File: src/rtl/ipi_pkg.sv
package ipi_pkg;

  localparam int CODE_W = 3;

  typedef enum logic [CODE_W-1:0] {
    WR_NONE     = 3'd0,
    WR_MASK_SET = 3'd1,
    WR_MASK_CLR = 3'd2,
    WR_STS_CLR  = 3'd3,
    WR_ACK      = 3'd4,
    WR_TRIG     = 3'd5,
    WR_RSV6     = 3'd6,
    WR_RSV7     = 3'd7
  } wr_code_e;

  typedef enum logic [CODE_W-1:0] {
    RD_MASK   = 3'd0,
    RD_RAW    = 3'd1,
    RD_MASKED = 3'd2,
    RD_TRIG   = 3'd3,
    RD_RSV4   = 3'd4,
    RD_RSV5   = 3'd5,
    RD_RSV6   = 3'd6,
    RD_RSV7   = 3'd7
  } rd_code_e;

endpackage

File: src/rtl/ipi_rst_sync.sv
module ipi_rst_sync #(
  parameter int STAGES = 2
) (
  input  logic clk,
  input  logic rst_n,
  output logic rst_sync_n
);

  logic [STAGES-1:0] chain_q;
  logic [STAGES-1:0] chain_d;

  always_comb begin
    chain_d = {chain_q[STAGES-2:0], 1'b1};
  end

  always_ff @(posedge clk or negedge rst_n) begin
    if (!rst_n) begin
      chain_q <= '0;
    end else begin
      chain_q <= chain_d;
    end
  end

  assign rst_sync_n = chain_q[STAGES-1];

endmodule

File: src/rtl/ipi_wr_decode.sv
module ipi_wr_decode
  import ipi_pkg::*;
#(
  parameter int WIDTH = 32
) (
  input  logic              wr_en,
  input  logic [CODE_W-1:0] wr_code,
  input  logic [WIDTH-1:0]  wr_data,
  output logic [WIDTH-1:0]  mask_set,
  output logic [WIDTH-1:0]  mask_clr,
  output logic [WIDTH-1:0]  pend_set,
  output logic [WIDTH-1:0]  pend_clr
);

  always_comb begin
    mask_set = '0;
    mask_clr = '0;
    pend_set = '0;
    pend_clr = '0;
    if (wr_en) begin
      case (wr_code)
        WR_MASK_SET: mask_set = wr_data;
        WR_MASK_CLR: mask_clr = wr_data;
        WR_STS_CLR:  pend_clr = wr_data;
        WR_ACK:      pend_clr = wr_data;
        WR_TRIG:     pend_set = wr_data;
        default:     ;
      endcase
    end
  end

endmodule

File: src/rtl/ipi_bit_cell.sv
module ipi_bit_cell (
  input  logic clk,
  input  logic rst_n,
  input  logic mask_set,
  input  logic mask_clr,
  input  logic pend_set,
  input  logic pend_clr,
  input  logic evt,
  output logic mask_q,
  output logic pend_q
);

  logic mask_en;
  logic mask_d;
  logic pend_en;
  logic pend_d;

  // Next state: a set of a pending bit wins over a clear in the same cycle.
  always_comb begin
    mask_en = mask_set | mask_clr;
    mask_d  = mask_set;
    pend_en = pend_set | pend_clr | evt;
    pend_d  = pend_set | evt;
  end

  always_ff @(posedge clk or negedge rst_n) begin
    if (!rst_n) begin
      mask_q <= 1'b1;
    end else if (mask_en) begin
      mask_q <= mask_d;
    end
  end

  always_ff @(posedge clk or negedge rst_n) begin
    if (!rst_n) begin
      pend_q <= 1'b0;
    end else if (pend_en) begin
      pend_q <= pend_d;
    end
  end

endmodule

File: src/rtl/ipi_irq_gen.sv
module ipi_irq_gen #(
  parameter int WIDTH = 32
) (
  input  logic             clk,
  input  logic             rst_n,
  input  logic [WIDTH-1:0] masked,
  output logic             irq_q
);

  logic irq_d;

  always_comb begin
    irq_d = |masked;
  end

  always_ff @(posedge clk or negedge rst_n) begin
    if (!rst_n) begin
      irq_q <= 1'b0;
    end else begin
      irq_q <= irq_d;
    end
  end

endmodule

File: src/rtl/ipi_read_mux.sv
module ipi_read_mux
  import ipi_pkg::*;
#(
  parameter int WIDTH = 32
) (
  input  logic [CODE_W-1:0] rd_code,
  input  logic [WIDTH-1:0]  mask_q,
  input  logic [WIDTH-1:0]  pend_q,
  input  logic [WIDTH-1:0]  masked,
  output logic [WIDTH-1:0]  rd_data
);

  always_comb begin
    case (rd_code)
      RD_MASK:   rd_data = mask_q;
      RD_RAW:    rd_data = pend_q;
      RD_MASKED: rd_data = masked;
      default:   rd_data = '0;
    endcase
  end

endmodule

File: src/rtl/ipi_unit.sv
module ipi_unit
  import ipi_pkg::*;
#(
  parameter int WIDTH     = 32,
  parameter int RS_STAGES = 2
) (
  input  logic              clk,
  input  logic              rst_n,
  input  logic              wr_en,
  input  logic [CODE_W-1:0] wr_code,
  input  logic [WIDTH-1:0]  wr_data,
  input  logic [WIDTH-1:0]  evt_i,
  input  logic [CODE_W-1:0] rd_code,
  output logic [WIDTH-1:0]  rd_data,
  output logic              irq_o
);

  logic             rst_sync_n;
  logic [WIDTH-1:0] mask_set;
  logic [WIDTH-1:0] mask_clr;
  logic [WIDTH-1:0] pend_set;
  logic [WIDTH-1:0] pend_clr;
  logic [WIDTH-1:0] mask_q;
  logic [WIDTH-1:0] pend_q;
  logic [WIDTH-1:0] masked;

  ipi_rst_sync #(.STAGES(RS_STAGES)) u_rst (
    .clk        (clk),
    .rst_n      (rst_n),
    .rst_sync_n (rst_sync_n)
  );

  ipi_wr_decode #(.WIDTH(WIDTH)) u_dec (
    .wr_en    (wr_en),
    .wr_code  (wr_code),
    .wr_data  (wr_data),
    .mask_set (mask_set),
    .mask_clr (mask_clr),
    .pend_set (pend_set),
    .pend_clr (pend_clr)
  );

  for (genvar i = 0; i < WIDTH; i++) begin : g_line
    ipi_bit_cell u_cell (
      .clk      (clk),
      .rst_n    (rst_sync_n),
      .mask_set (mask_set[i]),
      .mask_clr (mask_clr[i]),
      .pend_set (pend_set[i]),
      .pend_clr (pend_clr[i]),
      .evt      (evt_i[i]),
      .mask_q   (mask_q[i]),
      .pend_q   (pend_q[i])
    );
  end

  assign masked = pend_q & ~mask_q;

  ipi_irq_gen #(.WIDTH(WIDTH)) u_irq (
    .clk    (clk),
    .rst_n  (rst_sync_n),
    .masked (masked),
    .irq_q  (irq_o)
  );

  ipi_read_mux #(.WIDTH(WIDTH)) u_rd (
    .rd_code (rd_code),
    .mask_q  (mask_q),
    .pend_q  (pend_q),
    .masked  (masked),
    .rd_data (rd_data)
  );

endmodule

File: config.mk
export PLATFORM = sky130hd
export DESIGN_NAME = ipi_unit
export DESIGN_NICKNAME = d
export VERILOG_FILES = /design/src/rtl/ipi_pkg.sv /design/src/rtl/ipi_rst_sync.sv /design/src/rtl/ipi_wr_decode.sv /design/src/rtl/ipi_bit_cell.sv /design/src/rtl/ipi_irq_gen.sv /design/src/rtl/ipi_read_mux.sv /design/src/rtl/ipi_unit.sv
export SDC_FILE = /design/constraint.sdc
export NUM_CORES = 1
export LEC_CHECK = 0
export ABC_AREA = 1
export ABC_CLOCK_PERIOD_IN_PS = 2500
export BUFFER_PORTS_ARGS = -buffer_cell sky130_fd_sc_hd__buf_4
export CAP_MARGIN = 40
export CELL_PAD_IN_SITES_DETAIL_PLACEMENT = 0
export CELL_PAD_IN_SITES_GLOBAL_PLACEMENT = 1
export CORE_AREA = 2 2 116 118
export DETAILED_ROUTE_END_ITERATION = 8
export DIE_AREA = 0 0 118 120
export PLACE_DENSITY_LB_ADDON = 0.1
export SYNTH_ARGS = -nofsm -noshare
export SYNTH_HDL_FRONTEND = slang
export SYNTH_HIERARCHICAL = 1
export SYNTH_SLANG_ARGS = --single-unit
File: constraint.sdc
create_clock -name clk -period 2.5 [get_ports clk]
set_input_delay 0.75 -clock clk [delete_from_list [all_inputs] [get_ports clk]]
set_output_delay 0.75 -clock clk [all_outputs]
set_load 0.05 [all_outputs]
==> results of run 1 <==
logic make-up after synthesis:
logic type / count (synthesis)
compound gates: 1
buf+inv: 186
other cells: 1
flops: 67
simple gates: 517
layer usage:
metal	track usage, %	up-vias	wire [um]
li1	-	2500	-
met1	26.3	2198	6310
met2	35.9	104	6780
met3	5.18	11	683
met4	5.27	0	149
met5	0	-	0
stage by stage:
| step | cells | instance area (um2) |
|---|---|---|
| after CTS | 1049 | 6050 |
| after floorplan | 772 | 4780 |
| after global placement | 1033 | 5760 |
| final | 1049 | 6050 |
| after global routing | 1049 | 6050 |
| after detailed placement | 1033 | 5760 |
state kept, by name, summed over array words and instances (netlist names):
signal and count:
u_rst/chain_q 2, u_irq/irq_q 1, g_line.u_cell/mask_q 32, g_line.u_cell/pend_q 32
power groups by stage:
stage / sequential (mW) / combinational [mW] / clock, mW
3_3_place_gp: 1.48 / 0.999 / 0
5_1_grt: 1.49 / 1.13 / 1.33
6_report: 1.47 / 1.01 / 1.24
2_1_floorplan: 1.45 / 0.725 / 0
4_1_cts: 1.47 / 1.02 / 1.27
3_5_place_dp: 1.48 / 1.02 / 0
placed cells by master, fill, tap and decap left out:
cell       instances
and2_1             2
buf_12             7
buf_4            116
clkbuf_1           2
clkbuf_16          9
clkbuf_8           3
clkinv_2           2
conb_1             1
dfrtp_1           34
dfrtp_2            1
dfstp_2           32
inv_1            146
inv_2              2
nand2_1          176
nand3_1           98
nand4_1           33
nor2_1           174
nor2_2            33
nor2_8             1
o21ai_0            1
cells in the mapped netlist:
| master | instances |
|---|---|
| buf_2 | 28 |
| conb_1 | 1 |
| o21ai_0 | 1 |
| nor2_2 | 33 |
| nand3_1 | 98 |
| nand2_1 | 176 |
| dfrtp_1 | 35 |
| nand4_1 | 33 |
| and2_1 | 2 |
| inv_2 | 2 |
| inv_1 | 146 |
| dfstp_2 | 32 |
| nor2_1 | 174 |
| buf_6 | 10 |
| nor2_8 | 1 |
worst max-delay path, stage by stage:
cell,delay (ns)
buf_4,0.14
nor2_8,0.13
buf_12,0.19
nand3_1,0.09
nand3_1,0.12
buf_4,0.21
layout make-up:
type,instances,area (um2)
clock buffer,14,274
clock inverter,2,10.0
fill,1373,6930
inverter,148,556
multi-input combinational,519,2260
sequential,67,1720
tap,176,220
timing repair buffer,123,1010
final timing paths:
check / to / slack (ns) / cells past startpoint
min in group clk: u_rst/chain_q[1] / 0.35 / 0
setup reg to reg: u_irq/irq_q / 1.30 / 5
max in group asynchronous: g_line[21].u_cell/mask_q / 1.34 / 1
hold / removal: u_rst/chain_q[1] / 0.17 / 1
hold reg to reg: u_rst/chain_q[1] / 0.35 / 0
setup / recovery: rd_data[21] / 0.11 / 6
==> results.md, run 1 <==
- Post-synth cell types: 15
- Rel. slew slack: 47.1%
- H-tree Lvls: 3
- Starting density of the core: around 37%
- Post-synthesis register bit count: 67
- Die height: between 100 and 150 um
- GRT overflow: 0
- Hpwl dp: between 9000 and 10000 um
- Num ports: between 100 and 150
- Synth Area in XOR/XNOR: 0%
- Clk slew on worst S/H paths: approximately 0.060 ns
- Proportion of layout cells with a drive suffix above 1: a little under a quarter
- Largest net degree at the start of global routing: 35
- Sequential Power Share: 39.4%
- Register area share after synthesis: a little over a third
- Cts repair resizes: 0
- ANT cells: 0
- Root Buffer: clkbuf_16
- Final min period: 2.39 ns
- Wire length per cell: between 10 and 15 um
- Synth Area in Adders: 0%
- Largest family of logic cells by synthesized area: simple AND/OR/NAND/NOR gates
- Global Route Usage Sum: 20.9%
- Leak pwr: roughly 3.1 nW
- Die area: 0.0142 mm2
- Die W: between 100 and 150 um
- HP Class: input pin to async pin
- Initial DRC count: slightly below 300
- Total power: roughly 3.7 mW
- # rows: 42
- Vias in the first global route: around 4700
- Initial antenna violation count: 0
- Mapped Cells: around 770
- Via Count: between 4000 and 5000
- Syn. warnings: 6
- DRC Markers: 0
- Worst skew pair latency: 0.34 ns
- Fraction of the cycle the final worst path needs: 95.5%
- Mux contribution to synthesized area: 0%
- Worst setup SP type: input pin
- Worst Path Class, Setup: input pin to output port
- Top post-synthesis cells by area: dfrtp_1 18%, dfstp_2 18%, nand2_1 14%
- Clock network fraction of total power: 33.4%
- Nets@finish: around 940
- Final setup viols: 0
- RSZ-0062 raised after global routing: false
- Post-Syn Area per Cell: roughly 6.2 um2
- Worst hold slack: between 0.15 and 0.2 ns
- Hold-fix buffers, CTS: 0
- Crit. End Element: output port
- Sw Share: 34.1%
- Status: finished clean
- Max VDD drop: 0.329 mV
- CTS Buf Count: 9
- Antenna-violating nets left: 0
- Critical-path maximum fanout: 34
- Netlist Area Pre-Place: around 0.0048 mm2
- Setup WS pre-CTS: approximately 0.11 ns
- Max Transition Viols Final: 0
- First-pass GRT wire length: around 23000 um
- CTS tree: built
- Number of port buffers: 105
- Syn nets: ~850
- Synth top area share: a little under a fifth
- Power Density: between 600 and 700 mW/mm2
- Critical path data required time: 1.75 ns
- Cell-internal power: between 2 and 2.5 mW
- Final Hold Vio Count: 0
- Gp weighted congestion: 0.753
- Core Util, Final: between 40% and 50%
- Final setup TNS: 0 ns
- Core ar.: ~0.013 mm2
- Worst setup path start: rd_code[0]
- TritonRoute pass-1 iters: 7
- FF-to-FF Start: g_line[31].u_cell/mask_q
- Clock skew: around 0.011 ns
- Worst Tran Pin Value: 0.793 ns
- Post-Route WL: approximately 14000 um
- Clock Sinks: 67
- CTS max path bufs: 2
- Arr. time, crit path: between 1.5 and 2 ns
- Combinational power share: 27.1%
- Vias per cell: 4.59
- Total of max-cap violations: 0
- Area leader, netlist: dfrtp_1
- Area Growth Syn to Fin: 26.4%
- Fmax: 0.419 GHz
- Final worst slack: roughly 0.11 ns
- Sw power: ~1.3 mW
- Postcts setup bufs: 0
- Synth Area in Compound Gates: 0.105%
- Area share of and/or/nand/nor cells after synthesis: 47.0%
Power figures use the tool's default switching activity.
==> inputs of run 2 (changes only) <==
ABC_CLOCK_PERIOD_IN_PS = 2390   (was 2500)
CORE_AREA = 2 2 104 106   (was 2 2 116 118)
DIE_AREA = 0 0 106 108   (was 0 0 118 120)
SYNTH_HIERARCHICAL = unset   (was 1)
clock period = 2.39 ns   (was 2.5 ns; I/O delays follow)
==> run 2 against run 1 <==
Compared with the run above: the flow now finishes with violations (setup timing); global-route usage decreased by 0.19 points; sequential cell count unchanged; die area decreased by 19%; clock power fell by 11%; utilization up 8.5 points; non-clock buffer count rose by 2; synthesized cell count down 32%; total power grew 0.59%; register-to-register slack worse by 0.20 ns; clock skew fell by 0.0020 ns; critical endpoint is now rd_data[3]; highest routed layer unchanged.
==> results.md, run 2 <==
- Power Density: 663 mW/mm2 (+7.8%)
- CP top delay family: buffers and inverters
- Critical path data required time: 1.67 ns (-0.08 ns)
- Synth top area share: 23.4% (+5.1 points)
- ANT cells: 0 (unchanged)
- CTS tree: built
- Fmax: between 0.4 and 0.5 GHz
- Total of max-cap violations: 0 (unchanged)
- Largest net degree at the start of global routing: 33 (-5.7%)
- Nets@finish: 707 (-25%)
- Final-layout fill cell count: 992 (-28%)
- Syn nets: 595 (-30%)
- TritonRoute pass-1 iters: 4 (-3)
- HP Class: flip-flop to async pin
- Critical-path maximum fanout: 6 (-82%)
- Core Util, Final: 55.1% (+8.5 points)
- Number of port buffers: 105 (unchanged)
- Clock skew: 0.00948 ns (-0.00197 ns)
- Post-synth cell types: 15 (unchanged)
- Async SR Flop Fraction: 100% (unchanged)
- Final worst slack: -0.00527 ns (-0.118 ns)
- Register area share after synthesis: 45.9% (+10 points)
- Area leader, netlist: dfrtp_1
- Post-Route WL: 12000 um (-14%)
- CP max stage delay: 0.19 ns (-0.02 ns)
- Final min period: 2.40 ns
- Max VDD drop: 0.280 mV (-15%)
- Max Transition Viols Final: 0 (unchanged)
- Global Route Usage Sum: 20.7% (-0.19 points)
- Slowest CP cell: buf_6
- Worst Path Class, Setup: input pin to output port
- Die area: 0.0114 mm2 (-19%)
- # rows: 37 (-12%)
- Num ports: 106 (unchanged)
- Status: finished, violations left
- Worst setup SP type: input pin
- Most frequent cell after synthesis: nand2_1
- Syn. warnings: 0 (-6)
- Worst skew pair latency: 0.34 ns (about the same)
- Clock Sinks: 67 (unchanged)
- Post-synthesis register bit count: 67 (unchanged)
- Top post-synthesis cells by area: dfrtp_1 23%, dfstp_2 22%, nand2_1 22%
- Via Count: 3840 (-20%)
- GRT overflow: 0 (unchanged)
- First-pass GRT wire length: 18500 um (-21%)
- Clk slew on worst S/H paths: 0.08 ns (+0.02 ns)
- Fraction of the cycle the final worst path needs: 100%
- Root Buffer: clkbuf_8
- RSZ-0062 raised after global routing: true
- Final Hold Vio Count: 0 (unchanged)
- Initial antenna violation count: 0 (unchanged)
- Hold-fix buffers, CTS: 0 (unchanged)
- Leak pwr: 2.67 nW (-14%)
- Die height: 108 um (-10%)
- DRC Markers: 0 (unchanged)
- CP bufs+invs: 5 (+2)
- Vias per cell: 4.95 (+8.0%)
- Netlist Area Pre-Place: 0.00374 mm2 (-22%)
- FF-to-FF Start: g_line[3].u_cell.mask_q
- Crit. End Element: output port
- Worst hold slack: 0.100 ns (-0.0731 ns)
- Synth cell count leaders: 219 x nand2_1, 67 x inv_1, 35 x dfrtp_1
- Mapped Cells: 522 (-32%)
- Post-Syn Area per Cell: 7.16 um2 (+16%)
- Core ar.: 0.0102 mm2 (-21%)
- Wire length per cell: 15.5 um (+17%)
- Arr. time, crit path: 1.68 ns (+0.04 ns)
- Worst setup path start: rd_code[1]
- Initial DRC count: 131 (-55%)
- Final setup viols: 3 (+3)
- Vias in the first global route: 3775 (-19%)
- Starting density of the core: 36.5% (-0.31 points)
- Area Growth Syn to Fin: 50.9%
- H-tree Lvls: 3 (unchanged)
- Biggest registers after layout: g_line.u_cell.mask_q (32), g_line.u_cell.pend_q (32), u_rst.chain_q (2)
- Post-synth EDFFs: 0 (unchanged)
- Gp weighted congestion: 0.792 (+5.1%)
- Leading cell types in the layout, fill and taps excluded: 194 x nand2_1, 80 x buf_4, 66 x inv_1
- CP most frequent cell: buf_6
- Main flop type after synthesis: dfrtp_1
- Most common cell after layout, fill and taps aside: nand2_1
- Antenna-violating nets left: 0 (unchanged)
- Hpwl dp: 7700 um (-16%)
- Die W: 106 um (-10%)
- Worst-path cell chain: buf_8, inv_4, nand2_4, nor2_4, buf_12, buf_6, nand2_1, o221ai_4, buf_6
- Proportion of layout cells with a drive suffix above 1: 36.8% (+13 points)
- CTS Buf Count: 9 (unchanged)
- CTS max path bufs: 2 (unchanged)
- Failing checks: setup timing
[run 2: worst paths after layout]
check / end / slack, ns / depth (start not counted)
min reg2reg: g_line[21].u_cell.pend_q / 0.10 / 0
min in group clk: u_rst.chain_q[1] / 0.36 / 0
max: rd_data[3] / -0.005 / 9
max in group asynchronous: g_line[13].u_cell.mask_q / 1.59 / 1
min: g_line[21].u_cell.pend_q / 0.10 / 0
max reg2reg: u_irq.irq_q / 1.10 / 7
[run 2: cell type report]
class	instances	area, um2	share of cell area, %
Multi-Input combinational cell	364	2070	36.7
Sequential cell	67	1720	30.5
Timing Repair Buffer	125	1200	21.3
Inverter	67	254	4.50
Tap cell	136	170	3.02
Clock buffer	12	155	2.75
Clock inverter	4	72.6	1.29
[run 2: cell families after synthesis]
family	Yosys count	share of synthesized area (%)
AOI/OAI and AO/OA	129	20.5
buffers and inverters	91	9.64
DFF	67	45.9
other	1	0.100
and+or+nand+nor	234	23.9
[run 2: power breakdown]
group / leakage (nW) / switching (mW) / internal (mW)
Sequential: 0.664 / 0.0841 / 1.37
Clock: 0.113 / 0.453 / 0.644
Combinational: 1.89 / 0.762 / 0.428
[run 2: layer usage]
layer	share of wire [%]	global-route usage, %	vias up
met5	0	0	-
met4	0.98	6.95	0
met3	4.8	3.86	9
met2	48	33.9	78
met1	46	27.8	1832
li1	-	-	1921
[run 2: repair_timing]
action | in CTS | in global routing
endpoints found under the setup margin | 32 | 29
pin swaps | 1 | 1
cloned | 0 | 4
gates resized for setup | 38 | 77
buffers inserted | 0 | 2
[run 2: per-stage QoR]
stage / setup slack (ns) / power [mW] / area, um2 / instances / setup TNS (ns)
global route: -0.0364 / 3.95 / 5640 / 775 / -0.575
finish: -0.00527 / 3.74 / 5640 / 775 / -0.00845
CTS: -0.00430 / 3.63 / 5160 / 769 / -0.0146
floorplan: -0.309 / 2.12 / 3740 / 522 / -9.47
detailed placement: -0.118 / 2.45 / 4760 / 753 / -1.80
global placement: -0.0833 / 2.43 / 4760 / 753 / -1.15
==> inputs of run 3 (changes only) <==
ABC_AREA = unset   (was 1)
CORE_AREA = 2 2 102 104   (was 2 2 104 106)
DIE_AREA = 0 0 104 106   (was 0 0 106 108)
==> run 3 against run 2 <==
Compared with the run above: the run still ends with setup timing left; non-clock buffer count grew 14; sequential share of layout area shrank 0.33 points; clock-buffer cell count is the same; utilization grew 1.9 points; largest power group unchanged; critical path type unchanged; clock skew grew 0.0015 ns; highest routed layer unchanged; register-to-register slack lost 0.08 ns; hold slack gained 0.041 ns.
==> results.md, run 3 <==
- Worst setup path start: rd_code[1]
- Failing checks: setup timing
- Die W: 104 um (-1.9%)
- Syn nets: 524 (-12%)
- Fraction of the cycle the final worst path needs: 104% (+3.8 points)
- Post-synth cell types: 20 (+5)
- Main flop type after synthesis: dfrtp_1
- Die area: 0.0110 mm2 (-3.7%)
- GR peak layer: met2
- DP Cell Count: 685 (-9.0%)
- Worst reg2reg path depth: 3 (-4)
- Leak pwr: 2.43 nW (-8.8%)
- Gp weighted congestion: 0.812 (+2.5%)
- Wire length per cell: 17.2 um (+11%)
- Clock Sinks: 67 (unchanged)
- Area Growth Syn to Fin: 55.6%
- Reg2reg setup slack: 1.02 ns (-0.08 ns)
- Met1 global-route usage: 29.6% (+1.9 points)
- Setup WS pre-CTS: -0.207 ns (-0.0897 ns)
- Critical path data required time: 1.67 ns (about the same)
- ANT cells: 0 (unchanged)
- CP most frequent cell: buf_12
- Initial DRC count: 128 (-2.3%)
- Final setup viols: 29 (+26)
- Final setup TNS: -1.74 ns (-1.74 ns)
- Post-synth EDFFs: 0 (unchanged)
- CTS tree: built
- Worst Path Class, Setup: input pin to output port
- TritonRoute pass-1 iters: 4 (unchanged)
- Hpwl dp: 8360 um (+8.6%)
- HP Class: input pin to async pin
- Proportion of layout cells with a drive suffix above 1: 44.9% (+8.2 points)
- Status: finished, violations left
- Vias per cell: 5.41 (+9.2%)
- Num ports: 106 (unchanged)
- Post-Route WL: 12200 um (+1.5%)
- Nets@finish: 642 (-9.2%)
- Core ar.: 0.0100 mm2 (-2.3%)
- Netlist Area Pre-Place: 0.00366 mm2 (-2.0%)
- Total power: 3.70 mW (-1.2%)
- Synth cell count leaders: 67 x o21ai_0, 65 x nand2_1, 61 x o21ai_1
- Fmax: 0.402 GHz (-3.6%)
- Met3 usage: 3.62% (-0.24 points)
- H-tree Lvls: 3 (unchanged)
- Worst skew pair latency: 0.34 ns (about the same)
- Root Buffer: clkbuf_8
- Reg area: 0.00172 mm2 (unchanged)
- Final Non-Filler Cells: 710 (-8.4%)
- Core Util, Final: 57.0% (+1.9 points)
- Total of max-cap violations: 0 (unchanged)
- Biggest registers after layout: g_line.u_cell.mask_q (32), g_line.u_cell.pend_q (32), u_rst.chain_q (2)
- Starting density of the core: 36.6% (+0.11 points)
- RSZ-0062 raised after global routing: true
- Syn. warnings: 0 (unchanged)
- Global Route Usage Sum: 23.1% (+2.4 points)
- Multi-input combinational cell area: 0.00204 mm2 (-1.6%)
- First-pass GRT wire length: 20200 um (+9.3%)
- Initial antenna violation count: 0 (unchanged)
- Arr. time, crit path: 1.77 ns (+0.09 ns)
- Hold-fix buffers, CTS: 0 (unchanged)
- Leading cell types in the layout, fill and taps excluded: 83 x buf_4, 78 x o21ai_1, 65 x nand2_1
- Final Hold Vio Count: 0 (unchanged)
- DRC Markers: 0 (unchanged)
- Clock skew: 0.0110 ns (+0.00147 ns)
- Top post-synthesis cells by area: dfrtp_1 24%, dfstp_2 23%, o21ai_0 9.1%
- Critical path endpoint: rd_data[8]
- Worst-path cell chain: buf_8, buf_6, nor2_4, buf_12, buf_12, buf_12, a22oi_2, nor2_2, buf_6
- Vias in the first global route: 3924 (+3.9%)
- Worst setup SP type: input pin
- Antenna-violating nets left: 0 (unchanged)
- Final min period: 2.49 ns (+0.0905 ns)
- GRT overflow: 0 (unchanged)
- Critical-path maximum fanout: 6 (unchanged)
- FF-to-FF Start: g_line[22].u_cell.mask_q
- Die height: 106 um (-1.9%)
- CP max stage delay: 0.16 ns (-0.03 ns)
- Worst r2r dst: u_irq.irq_q
- Crit. End Element: output port
- CTS Buf Count: 9 (unchanged)
- Slowest CP cell: buf_6
- CTS max path bufs: 2 (unchanged)
- Async SR Flop Fraction: 100% (unchanged)
- Register area share after synthesis: 46.8% (+0.92 points)
- Synth top area share: 23.9% (+0.47 points)
- Largest net degree at the start of global routing: 34 (+3.0%)
- Final worst slack: -0.0958 ns (-0.0905 ns)
- Max VDD drop: 0.362 mV (+29%)
- Area leader, netlist: dfrtp_1
- Max Transition Viols Final: 0 (unchanged)
- Mapped Cells: 451 (-14%)
- Most frequent cell after synthesis: o21ai_0
- Number of port buffers: 105 (unchanged)
- Clk slew on worst S/H paths: 0.07 ns (about the same)
- # rows: 37 (unchanged)
- Via Count: 3841 (+0.026%)
- Met2 usage: 38.7% (+4.8 points)
- Final-layout fill cell count: 957 (-3.5%)
- Post-synthesis register bit count: 67 (unchanged)
- Most common cell after layout, fill and taps aside: buf_4
- Power Density: 648 mW/mm2 (-2.2%)
- Post-Syn Area per Cell: 8.13 um2 (+13%)
-- run 3: cell types whose count changed in the layout (fill, tap and decap cells not counted), moves of 14 or more --
cell and delta:
inv_1 -34, o221ai_2 -25, o21ai_0 +14, a22oi_2 +32, a31oi_1 +32, o21ai_1 +47
nand2_2 -17, nand2_1 -129, a21oi_1 -32, nor2_4 +24, o22ai_1 +16
-- run 3: routing by layer --
| layer | wire length (um) | vias up | share of wire, % |
|---|---|---|---|
| met5 | 0 | - | 0 |
| met2 | 6010 | 115 | 49 |
| met1 | 5310 | 1855 | 44 |
| met4 | 301 | 0 | 2.5 |
| met3 | 576 | 23 | 4.7 |
| li1 | - | 1848 | - |
-- run 3: stage by stage --
step / cell area (um2) / hold slack (ns)
2_1_floorplan: 3870 / 0.331
3_3_place_gp: 4950 / 0.319
3_5_place_dp: 4950 / 0.322
4_1_cts: 5680 / 0.131
5_1_grt: 5700 / 0.125
6_report: 5700 / 0.141
-- run 3: area by class of cell --
class                      count  share of cell area, %
multi-input combinational    320                   35.7
sequential                    67                   30.1
timing repair buffer         139                   25.1
tap                          136                   2.98
clock buffer                  12                   2.72
inverter                      32                   2.11
clock inverter                 4                   1.27
-- run 3: worst min path at each step --
| stage | endpoint | slack, ns |
|---|---|---|
| floorplan | u_rst.chain_q[1] | 0.33 |
| global placement | g_line[23].u_cell.pend_q | 0.32 |
| detailed placement | g_line[16].u_cell.pend_q | 0.32 |
| CTS | u_rst.chain_q[1] | 0.13 |
| global route | u_rst.chain_q[1] | 0.13 |
| finish | u_rst.chain_q[1] | 0.14 |
-- run 3: power breakdown --
group	internal (mW)	switching, mW	total (mW)
Sequential	1.37	0.175	1.55
Clock	0.643	0.431	1.07
Combinational	0.471	0.602	1.07
-- run 3: worst max-delay path, delay by kind of cell --
family          cells  cell delay (ns)
compound gates      1             0.10
buf+inv             6             0.72
simple gates        2             0.23
-- run 3: logic make-up after synthesis --
logic type      share of synthesized area (%)
flops                                    46.8
simple gates                             12.2
compound gates                           32.5
buf+inv                                  8.36
other cells                             0.102
-- run 3: what timing repair did --
item,CTS,global route
cloned,4,0
buffers inserted,6,1
setup endpoints to repair,32,32
pin swaps,29,18
endpoints found under the hold margin,0,0
resized for setup,98,18
